--- src/rtl/ctxm_pkg.sv ---
package ctxm_pkg;
  localparam int STW = 6;
  localparam logic [STW-1:0] ST_TOP   = 6'd63;
  localparam logic [STW-1:0] ST_CEIL  = 6'd62;

  typedef struct packed {
    logic [STW-1:0] state;
    logic           mps;
    logic           nz;
  } model_t;

  localparam int MW = $bits(model_t);

  function automatic model_t mk_model(logic [STW-1:0] st, logic mps);
    model_t m;
    m.state = st;
    m.mps   = mps;
    m.nz    = (st != '0);
    return m;
  endfunction

  // transition after a more-probable outcome
  function automatic logic [STW-1:0] mps_step(logic [STW-1:0] s);
    return (s < ST_CEIL) ? s + 6'd1 : s;
  endfunction

  // transition after a less-probable outcome
  function automatic logic [STW-1:0] lps_step(logic [STW-1:0] s);
    logic [STW:0] q;
    q = ({1'b0, s} + 7'd3) >> 2;
    return (s == ST_TOP) ? s : s - q[STW-1:0];
  endfunction
endpackage

--- src/rtl/ctxm_ram.sv ---
module ctxm_ram #(
  parameter int DEPTH = 399,
  parameter int AW    = 9,
  parameter int W     = 8
) (
  input  logic          clk,
  input  logic          we,
  input  logic [AW-1:0] waddr,
  input  logic [W-1:0]  wdata,
  input  logic [AW-1:0] raddr,
  output logic [W-1:0]  rdata
);
  logic [W-1:0] mem [DEPTH];

  always_ff @(posedge clk) begin
    if (we) mem[waddr] <= wdata;
  end

  assign rdata = mem[raddr];
endmodule

--- src/rtl/ctxm_succ.sv ---
module ctxm_succ
  import ctxm_pkg::*;
(
  input  model_t cur,
  input  logic   bin,
  output model_t nxt
);
  model_t on_mps, on_lps;

  always_comb begin
    on_mps = mk_model(mps_step(cur.state), cur.mps);
    on_lps = mk_model(lps_step(cur.state), cur.nz ? cur.mps : ~cur.mps);
    nxt    = (bin == cur.mps) ? on_mps : on_lps;
  end
endmodule

--- src/rtl/ctxm_init_seq.sv ---
module ctxm_init_seq #(
  parameter int N  = 399,
  parameter int AW = 9
) (
  input  logic          clk,
  input  logic          rst_n,
  input  logic          start,
  output logic          busy,
  output logic [AW-1:0] idx
);
  localparam logic [AW-1:0] LAST = AW'(N - 1);

  always_ff @(posedge clk or negedge rst_n) begin
    if (!rst_n) begin
      busy <= 1'b0;
      idx  <= '0;
    end else if (start) begin
      busy <= 1'b1;
      idx  <= '0;
    end else if (busy) begin
      if (idx == LAST) busy <= 1'b0;
      else             idx  <= idx + 1'b1;
    end
  end

  p_init_step_r1: assert property (@(posedge clk) disable iff (!rst_n)
    (busy && idx != LAST && !start) |=> (busy && idx == $past(idx) + 1'b1));
  p_init_end_r1: assert property (@(posedge clk) disable iff (!rst_n)
    (busy && idx == LAST && !start) |=> !busy);
endmodule

--- src/rtl/ctxm_store.sv ---
module ctxm_store
  import ctxm_pkg::*;
#(
  parameter  int N_CTX = 399,
  localparam int AW    = (N_CTX > 1) ? $clog2(N_CTX) : 1
) (
  input  logic          clk,
  input  logic          rst_n,
  input  logic          init_start,
  input  logic [5:0]    init_state,
  input  logic          init_mps,
  output logic          init_busy,
  output logic [AW-1:0] init_idx,
  input  logic          req_valid,
  output logic          req_ready,
  input  logic [AW-1:0] req_ctx,
  output logic          mdl_valid,
  output logic [5:0]    mdl_state,
  output logic          mdl_mps,
  output logic          mdl_nz,
  input  logic          bin_valid,
  input  logic          bin_val
);
  model_t          out_m, succ_m, rd_m, p1_m, p2_m, wr_m;
  logic            out_v, p1_v, p2_v;
  logic [AW-1:0]   out_ctx, p1_ctx, p2_ctx, wr_addr;
  logic [MW-1:0]   mem_rd;
  logic            acc, commit, wr_en;

  ctxm_init_seq #(.N(N_CTX), .AW(AW)) u_init (
    .clk(clk), .rst_n(rst_n), .start(init_start),
    .busy(init_busy), .idx(init_idx)
  );

  // both candidates are built from the presented model; bin picks one
  ctxm_succ u_succ (.cur(out_m), .bin(bin_val), .nxt(succ_m));

  assign req_ready = !init_busy && !init_start && (!out_v || bin_valid);
  assign acc       = req_valid && req_ready;
  assign commit    = out_v && bin_valid;

  // array write: reload pass has the port, otherwise the oldest pending stage
  always_comb begin
    wr_en   = init_busy || p2_v;
    wr_addr = init_busy ? init_idx : p2_ctx;
    wr_m    = init_busy ? mk_model(init_state, init_mps) : p2_m;
  end

  ctxm_ram #(.DEPTH(N_CTX), .AW(AW), .W(MW)) u_ram (
    .clk(clk), .we(wr_en), .waddr(wr_addr), .wdata(wr_m),
    .raddr(req_ctx), .rdata(mem_rd)
  );

  // newest copy wins: same-cycle commit, then pending stages, then array
  always_comb begin
    if (commit && out_ctx == req_ctx)    rd_m = succ_m;
    else if (p1_v && p1_ctx == req_ctx)  rd_m = p1_m;
    else if (p2_v && p2_ctx == req_ctx)  rd_m = p2_m;
    else                                 rd_m = model_t'(mem_rd);
  end

  always_ff @(posedge clk or negedge rst_n) begin
    if (!rst_n) begin
      out_v   <= 1'b0;
      out_ctx <= '0;
      out_m   <= '0;
      p1_v    <= 1'b0;
      p1_ctx  <= '0;
      p1_m    <= '0;
      p2_v    <= 1'b0;
      p2_ctx  <= '0;
      p2_m    <= '0;
    end else begin
      p1_v   <= commit && !init_start;
      p1_ctx <= out_ctx;
      p1_m   <= succ_m;
      p2_v   <= p1_v && !init_start;
      p2_ctx <= p1_ctx;
      p2_m   <= p1_m;
      if (init_start) begin
        out_v <= 1'b0;
      end else if (acc) begin
        out_v   <= 1'b1;
        out_ctx <= req_ctx;
        out_m   <= rd_m;
      end else if (commit) begin
        out_v <= 1'b0;
      end
    end
  end

  assign mdl_valid = out_v;
  assign mdl_state = out_m.state;
  assign mdl_mps   = out_m.mps;
  assign mdl_nz    = out_m.nz;

  p_nz_flag_r1: assert property (@(posedge clk) disable iff (!rst_n)
    out_v |-> (out_m.nz == (out_m.state != '0)));
  p_present_r2: assert property (@(posedge clk) disable iff (!rst_n)
    acc |=> out_v);
  p_busy_block_r3: assert property (@(posedge clk) disable iff (!rst_n)
    init_busy |-> !req_ready);
  p_hold_r3: assert property (@(posedge clk) disable iff (!rst_n)
    (out_v && !bin_valid && !init_start) |=> (out_v && $stable(out_m)));
  p_mps_keep_r4: assert property (@(posedge clk) disable iff (!rst_n)
    (commit && bin_val == out_m.mps) |=> (p1_m.mps == $past(out_m.mps)));
  p_mps_swap_r5: assert property (@(posedge clk) disable iff (!rst_n)
    (commit && bin_val != out_m.mps && out_m.state == '0) |=> (p1_m.mps != $past(out_m.mps)));
  p_reload_kill_r8: assert property (@(posedge clk) disable iff (!rst_n)
    init_start |=> (!out_v && !p1_v));
endmodule

--- config.mk ---
export PLATFORM = sky130hd
export DESIGN_NAME = ctxm_store
export DESIGN_NICKNAME = d
export VERILOG_FILES = /design/src/rtl/ctxm_pkg.sv /design/src/rtl/ctxm_ram.sv /design/src/rtl/ctxm_succ.sv /design/src/rtl/ctxm_init_seq.sv /design/src/rtl/ctxm_store.sv
export SDC_FILE = /design/constraint.sdc
export NUM_CORES = 2
export LEC_CHECK = 0
export BUFFER_PORTS_ARGS = -buffer_cell sky130_fd_sc_hd__buf_2
export CAP_MARGIN = 10
export CORE_MARGIN = 2
export CORE_UTILIZATION = 55
export DETAILED_ROUTE_END_ITERATION = 16
export HOLD_SLACK_MARGIN = 0.1
export PLACE_DENSITY_LB_ADDON = 0.25
export SLEW_MARGIN = 20
export SYNTH_ARGS = -nofsm -noshare
export SYNTH_HDL_FRONTEND = slang
export SYNTH_SLANG_ARGS = --single-unit
--- constraint.sdc ---
create_clock -name clk -period 20.2 [get_ports clk]
set_input_delay 3.03 -clock clk [delete_from_list [all_inputs] [get_ports clk]]
set_output_delay 3.03 -clock clk [all_outputs]
set_load 0.005 [all_outputs]
# After elaboration in Yosys (flattened, before gate mapping)

Memory sizes are Yosys's and may differ from the RTL's.
Index checks and enable logic that the tools add are counted.
Widths: inputs -> output; s select.

Bits in latches: 0
Register bits after elaboration: 64
Memories kept: 1
Word-level logic and storage cells: 73
Input bits: 22
Memory bits (read-only): 0
Output and inout port bits: 20
Bits in writable memories: 3192

Memory list:

| name      | words | bits a word | rd ports | clocked after Yosys merged registers in | wr ports | RTL line       | RTL |
|---|---|---|---|---|---|---|---|
| u_ram.mem | 399   | 8           | 1        | 0                                       | 1        | ctxm_ram.sv:13 | `logic [W-1:0] mem [DEPTH];` |

$mul: 0
Add/sub/neg operators: 4
Div/mod/pow operators: 0
$lt $le $gt $ge: 1
Bitwise logic cells: 2
Reduce and logical (&&, ||, !) cells: 21
Multiplexer cells: 20
Equality and inequality tests: 7
Shift-type cells: 0

Operator list:

| cell                | count |
|---|---|
| $mux 8              | 5 |
| $mux 9              | 4 |
| $eq 9x9->1          | 3 |
| $reduce_bool 6->1   | 3 |
| $mux 6              | 2 |
| $add 9x1->9 const B | 1 |
| $eq 9x9->1 const B  | 1 |
| $logic_and 1x1->1   | 9 |
| $mux 1              | 9 |
| $add 6x2->7 const B | 1 |
| $add 6x1->6 const B | 1 |
| $eq 6x6->1 const B  | 1 |
| $lt 6x6->1 const B  | 1 |
| $sub 6x5->6         | 1 |
| $reduce_and 2->1    | 2 |
| $logic_not 1->1     | 3 |
| $reduce_bool 3->1   | 1 |
| $logic_or 1x1->1    | 2 |
| $ne 2x2->1 const B  | 1 |
| $not 1->1           | 2 |
| $reduce_bool 2->1   | 1 |
| $eq 1x1->1          | 1 |

# Logic depth before layout (Yosys ltp)

Depth after elaboration: 6
Depth in mapped cells: 15

# Modules after synthesis

A second synthesis with hierarchy kept.

Cell total of the unflattened synthesis: 6031
Area total of the unflattened synthesis: 127586.1 µm²

By module, submodules not included:

| module        | area an instance (µm²) | cells an instance | seq. area each (µm²) | instances |
|---|---|---|---|---|
| ctxm_ram      | 124097.8               | 5726              | 95851.9              | 1 |
| ctxm_store    | 2363.5                 | 170               | 1351.3               | 1 |
| ctxm_succ     | 573.0                  | 79                | 0.0                  | 1 |
| ctxm_init_seq | 551.8                  | 56                | 250.2                | 1 |

# Worst setup path after synthesis

No wires, ideal clock.

Path type: in2reg
Start: input init_state[0]
End: memory u_ram.mem[0][0] (data pin)
Arrival: 14.965 ns
Path buffers: 0
Required time: 17.618 ns
Stages on the path: 2
Setup slack: 2.653 ns
Cell sequence: nor2_1 -> a31oi_1

Word-level cells in the longest chain between the ends: 2

RTL lines:

| element            | RTL line         | RTL |
|---|---|---|
| from (decl)        | ctxm_store.sv:10 | `input logic [5:0] init_state,` |
| $reduce_bool 6->1  | ctxm_pkg.sv:18   | `m.nz = (st != '0);` |
| $mux 8             | ctxm_store.sv:46 | `wr_m = init_busy ? mk_model(init_state, init_mps) : p2_m;` |
| net u_ram.wdata[0] | ctxm_ram.sv:9    | `input logic [W-1:0] wdata,` |
| to (decl)          | ctxm_ram.sv:13   |  |

The timed path passes the listed nets, and every way through them passes these cells.

# Final worst setup path

Start: input req_ctx[0]
End: register out_m (netlist bit mdl_state[1])

Word-level cells in the longest chain between the ends: 5

RTL lines:

| element                                               | RTL line         | RTL |
|---|---|---|
| from (decl)                                           | ctxm_store.sv:16 | `input logic [AW-1:0] req_ctx,` |
| branches (longest 4 deep; another with $mem_v2 399x8) | --               |  |
| $mux 8 (*)                                            | ctxm_store.sv:56 | `if (commit && out_ctx == req_ctx) rd_m = succ_m;` |
| to (signal assigned)                                  | ctxm_store.sv:85 | `out_m <= rd_m;` |
| to (decl)                                             | ctxm_store.sv:24 | `model_t out_m, succ_m, rd_m, p1_m, p2_m, wr_m;` |

Every way passes the cells marked *.
A chain may end at the register's enable or synchronous reset.

==> flow_metrics.py <==
metrics = {
    "final_layout": {
        "layout-drive-gt1-share": 0.211,
        "utilization": 0.613,
        "nNetsFinal": 6626,
        "area_growth_pct": 11.1,
        "design_area_sq_um": 142000,
    },
    "timing": {
        "drv_slew": 0,
        "timing.fmax_ghz": 0.119,
        "hold_viol": 0,
        "fin_crit_sh": 0.417,
        "whs_ps": 385,
        "finalSetupTns_ps": 0,
        "setup_violations": 0,
        "rsz0062_at_grt": "no",
        "skew_ps": 38.4,
        "fin_crit_ps": 8420,
        "worst_pin_slew_ps": 1210,
        "max_slew_margin": 0.184,
    },
    "clock_network": {
        "cts_sinks": 3256,
        "insertion_delay_ps": 960,
        "clockBufferDepth": 4,
        "htreeDepth": 5,
        "cts-root-buf": "clkbuf_16",
        "hold_buffers": 0,
        "cts_resized": 0,
        "cts.reportedPaths.clkPinSlew_ps": 60,
        "cts_tree": "built",
        "cts_setup_buffers": 0,
        "cts_inserted_buffers": 333,
    },
    "setup_path": {
        "critPathRequiredTime_ps": 21050,
        "arrival_ps": 9280,
        "critPathCaptureType": "flop",
        "crit_fanout": 99,
        "crit_type": "in2reg",
        "worst_setup_path_start_kind": "input pin",
    },
    "route": {
        "via_per_inst": 6.93,
        "wire_per_inst_um": 37.1,
        "wl_um": 367000,
        "route.detailed.drc": 0,
        "via_count": 68500,
        "drt_iter0_drc": 11900,
        "ant_nets": 0,
        "drt_pass1_iterations": 8,
    },
    "yosys": {
        "synthTopCellsByArea": "edfxtp_1 (75%), mux4_2 (12%), mux2i_1 (2.7%)",
        "ys_warn_count": 0,
        "yosysTopAreaCell": "edfxtp_1",
        "synth_edf_count": 3192,
        "async_reset_ff_frac": 0.0197,
        "synth_fp_nets": 6479,
        "netlist_instances": 6447,
        "syn-cell-area_sq_um": 128000,
        "ys.flop_type": "edfxtp_1",
        "syn-mean-instance-area_sq_um": 19.8,
        "synth_cell_types": 73,
        "synth-seq-area-share": 0.762,
        "ys_ff_latch": 3256,
        "synth_top_area_share": 0.749,
    },
    "global_route": {
        "grt_max_degree": 245,
        "grt_pass1_wl_um": 510000,
        "grt_pass1_vias": 66000,
        "grtUsageTotal": 0.309,
        "grt_overflow": 0,
        "antenna_found_initial": 26,
    },
    "floorplan": {
        "pin_count": 42,
        "die-height_um": 486,
        "die_x_um": 486,
        "rows": 177,
        "start_util": 0.552,
        "coreArea_sq_um": 232000,
        "die-area_sq_um": 236000,
    },
    "job": {
        "cap_violations": 0,
    },
    "power": {
        "p_per_area_nw_per_um2": 100,
        "ir_worst_vdd_v": 0.0000927,
        "p_leak_nw": 45.9,
    },
    "run_status": {
        "status": "complete, no violations",
    },
    "placement": {
        "gp_congestion": 0.911,
        "hpwlAfterDp_um": 216000,
        "placed_area_sq_um": 131000,
        "io_buffers": 41,
    },
    "min_path": {
        "hold_path.class": "reg2reg",
    },
}
==> per-layer routing <==
metal | vias up | GRT usage | routed length, um | share of wire
li1 | 26700 | - | - | -
met1 | 35800 | 0.441 | 135000 | 0.37
met2 | 5049 | 0.454 | 165000 | 0.45
met3 | 869 | 0.0859 | 50000 | 0.14
met4 | 22 | 0.130 | 17200 | 0.047
met5 | - | 0 | 118 | 0.00032
==> power by group <==
part	switching, mW	internal, mW	total, mW
clock	2.52	3.58	6.11
combinational	0.501	0.214	0.715
sequential	0.0196	7.42	7.44
total	3.04	11.2	14.3
==> cells in the final DEF, fill, tap and decap left out, types with 19 or more instances in the layout <==
| cell type | n |
|---|---|
| nor2_1 | 509 |
| a22oi_1 | 152 |
| bufinv_16 | 41 |
| o22ai_1 | 63 |
| a21oi_1 | 94 |
| a31oi_1 | 31 |
| mux2i_1 | 341 |
| xor2_1 | 26 |
| nor3_1 | 35 |
| clkinv_1 | 56 |
| mux2_2 | 26 |
| nand2b_1 | 21 |
| mux4_2 | 671 |
| nand2_1 | 254 |
| buf_2 | 35 |
| nand4_1 | 29 |
| a211oi_1 | 23 |
| clkbuf_16 | 339 |
| dfrtp_1 | 63 |
| nand3_1 | 88 |
| nor4_1 | 19 |
| clkbuf_1 | 51 |
| o221ai_1 | 27 |
| clkinv_2 | 70 |
| o21ai_0 | 77 |
| buf_4 | 144 |
| edfxtp_1 | 3192 |
==> critical path, cell delays in order <==
cell	delay, ps
buf_12	530
buf_4	720
buf_4	740
buf_4	700
buf_4	680
mux4_2	580
mux2i_1	180
nor3_1	90
or4_1	510
a211oi_1	670
nor4_1	300
a21o_1	230
==> metrics by stage <==
stage                     power, mW  setup slack, ps  cells
after floorplan                7.99             2650   6447
after global placement         8.26            10750   9299
after detailed placement       8.27            10770   9299
after CTS                      14.3            11780   9874
after global routing           14.5            11420   9878
final                          14.3            11780   9891
==> synth_stat cells, types with 8 or more instances <==
cell type / instances
a2111oi_0: 8
a211oi_1: 23
a21oi_1: 95
a221oi_1: 14
a22oi_1: 152
a311oi_1: 9
a31oi_1: 32
a32oi_1: 9
and2_1: 16
and3_1: 15
buf_1: 24
buf_2: 99
buf_4: 60
buf_6: 40
clkbuf_1: 158
dfrtp_1: 64
edfxtp_1: 3192
ha_1: 9
inv_1: 13
mux2_2: 33
mux2i_1: 341
mux4_2: 671
nand2_1: 271
nand2b_1: 23
nand3_1: 88
nand3b_1: 12
nand4_1: 29
nor2_1: 519
nor2b_1: 26
nor3_1: 35
nor4_1: 21
o211ai_1: 11
o21ai_0: 79
o221ai_1: 27
o22ai_1: 63
o31ai_1: 10
or3_1: 11
xnor2_1: 16
xor2_1: 26
==> area by class of cell <==
cell class | count | area (sq um)
flip-flops and latches | 3256 | 97500
fillers | 15800 | 89700
multi-input cells | 2789 | 28600
clock buffers | 390 | 8670
well taps | 3043 | 3810
clock inverters | 185 | 1960
repair buffers | 196 | 1590
inverters | 18 | 76.3
diodes | 14 | 35.0
==> logic make-up (layout without fill, tap and decap cells) <==
group	Yosys count	in the layout	share of synthesized area
flops	3256	3256	0.762
simple gates	1100	1100	0.0377
mux	1045	1045	0.148
compound gates	592	592	0.0316
buf+inv	402	789	0.0171
xor+xnor	42	42	0.00288
fa+ha+maj	10	10	0.00104
other cells	0	14	0
==> registers in the layout (all words and copies together) (netlist names) <==
register and cells:
p1_ctx 9, mdl_mps 1, p2_ctx 9, mdl_state 6
p1_v 1, out_ctx 9, p1_m 8, mdl_nz 1
u_ram.mem 3192, u_init.busy 1, p2_v 1, p2_m 8
mdl_valid 1, u_init.idx 9
==> path summary, 6_finish.rpt <==
path	startpoint	end	slack, ps	depth (start not counted)
worst max-delay path	req_ctx[0]	mdl_state[1]	11780	12
worst min-delay path	p1_m[5]	p2_m[5]	380	0
worst max register to register	u_init.busy	u_ram.mem[144][6]	15800	4
worst min register to register	p1_m[5]	p2_m[5]	380	0
max in group asynchronous	rst_n	p1_m[4]	17360	2
min in group asynchronous	rst_n	u_init.idx[2]	2250	2
No activity file was read; power rests on OpenSTA's default activity.
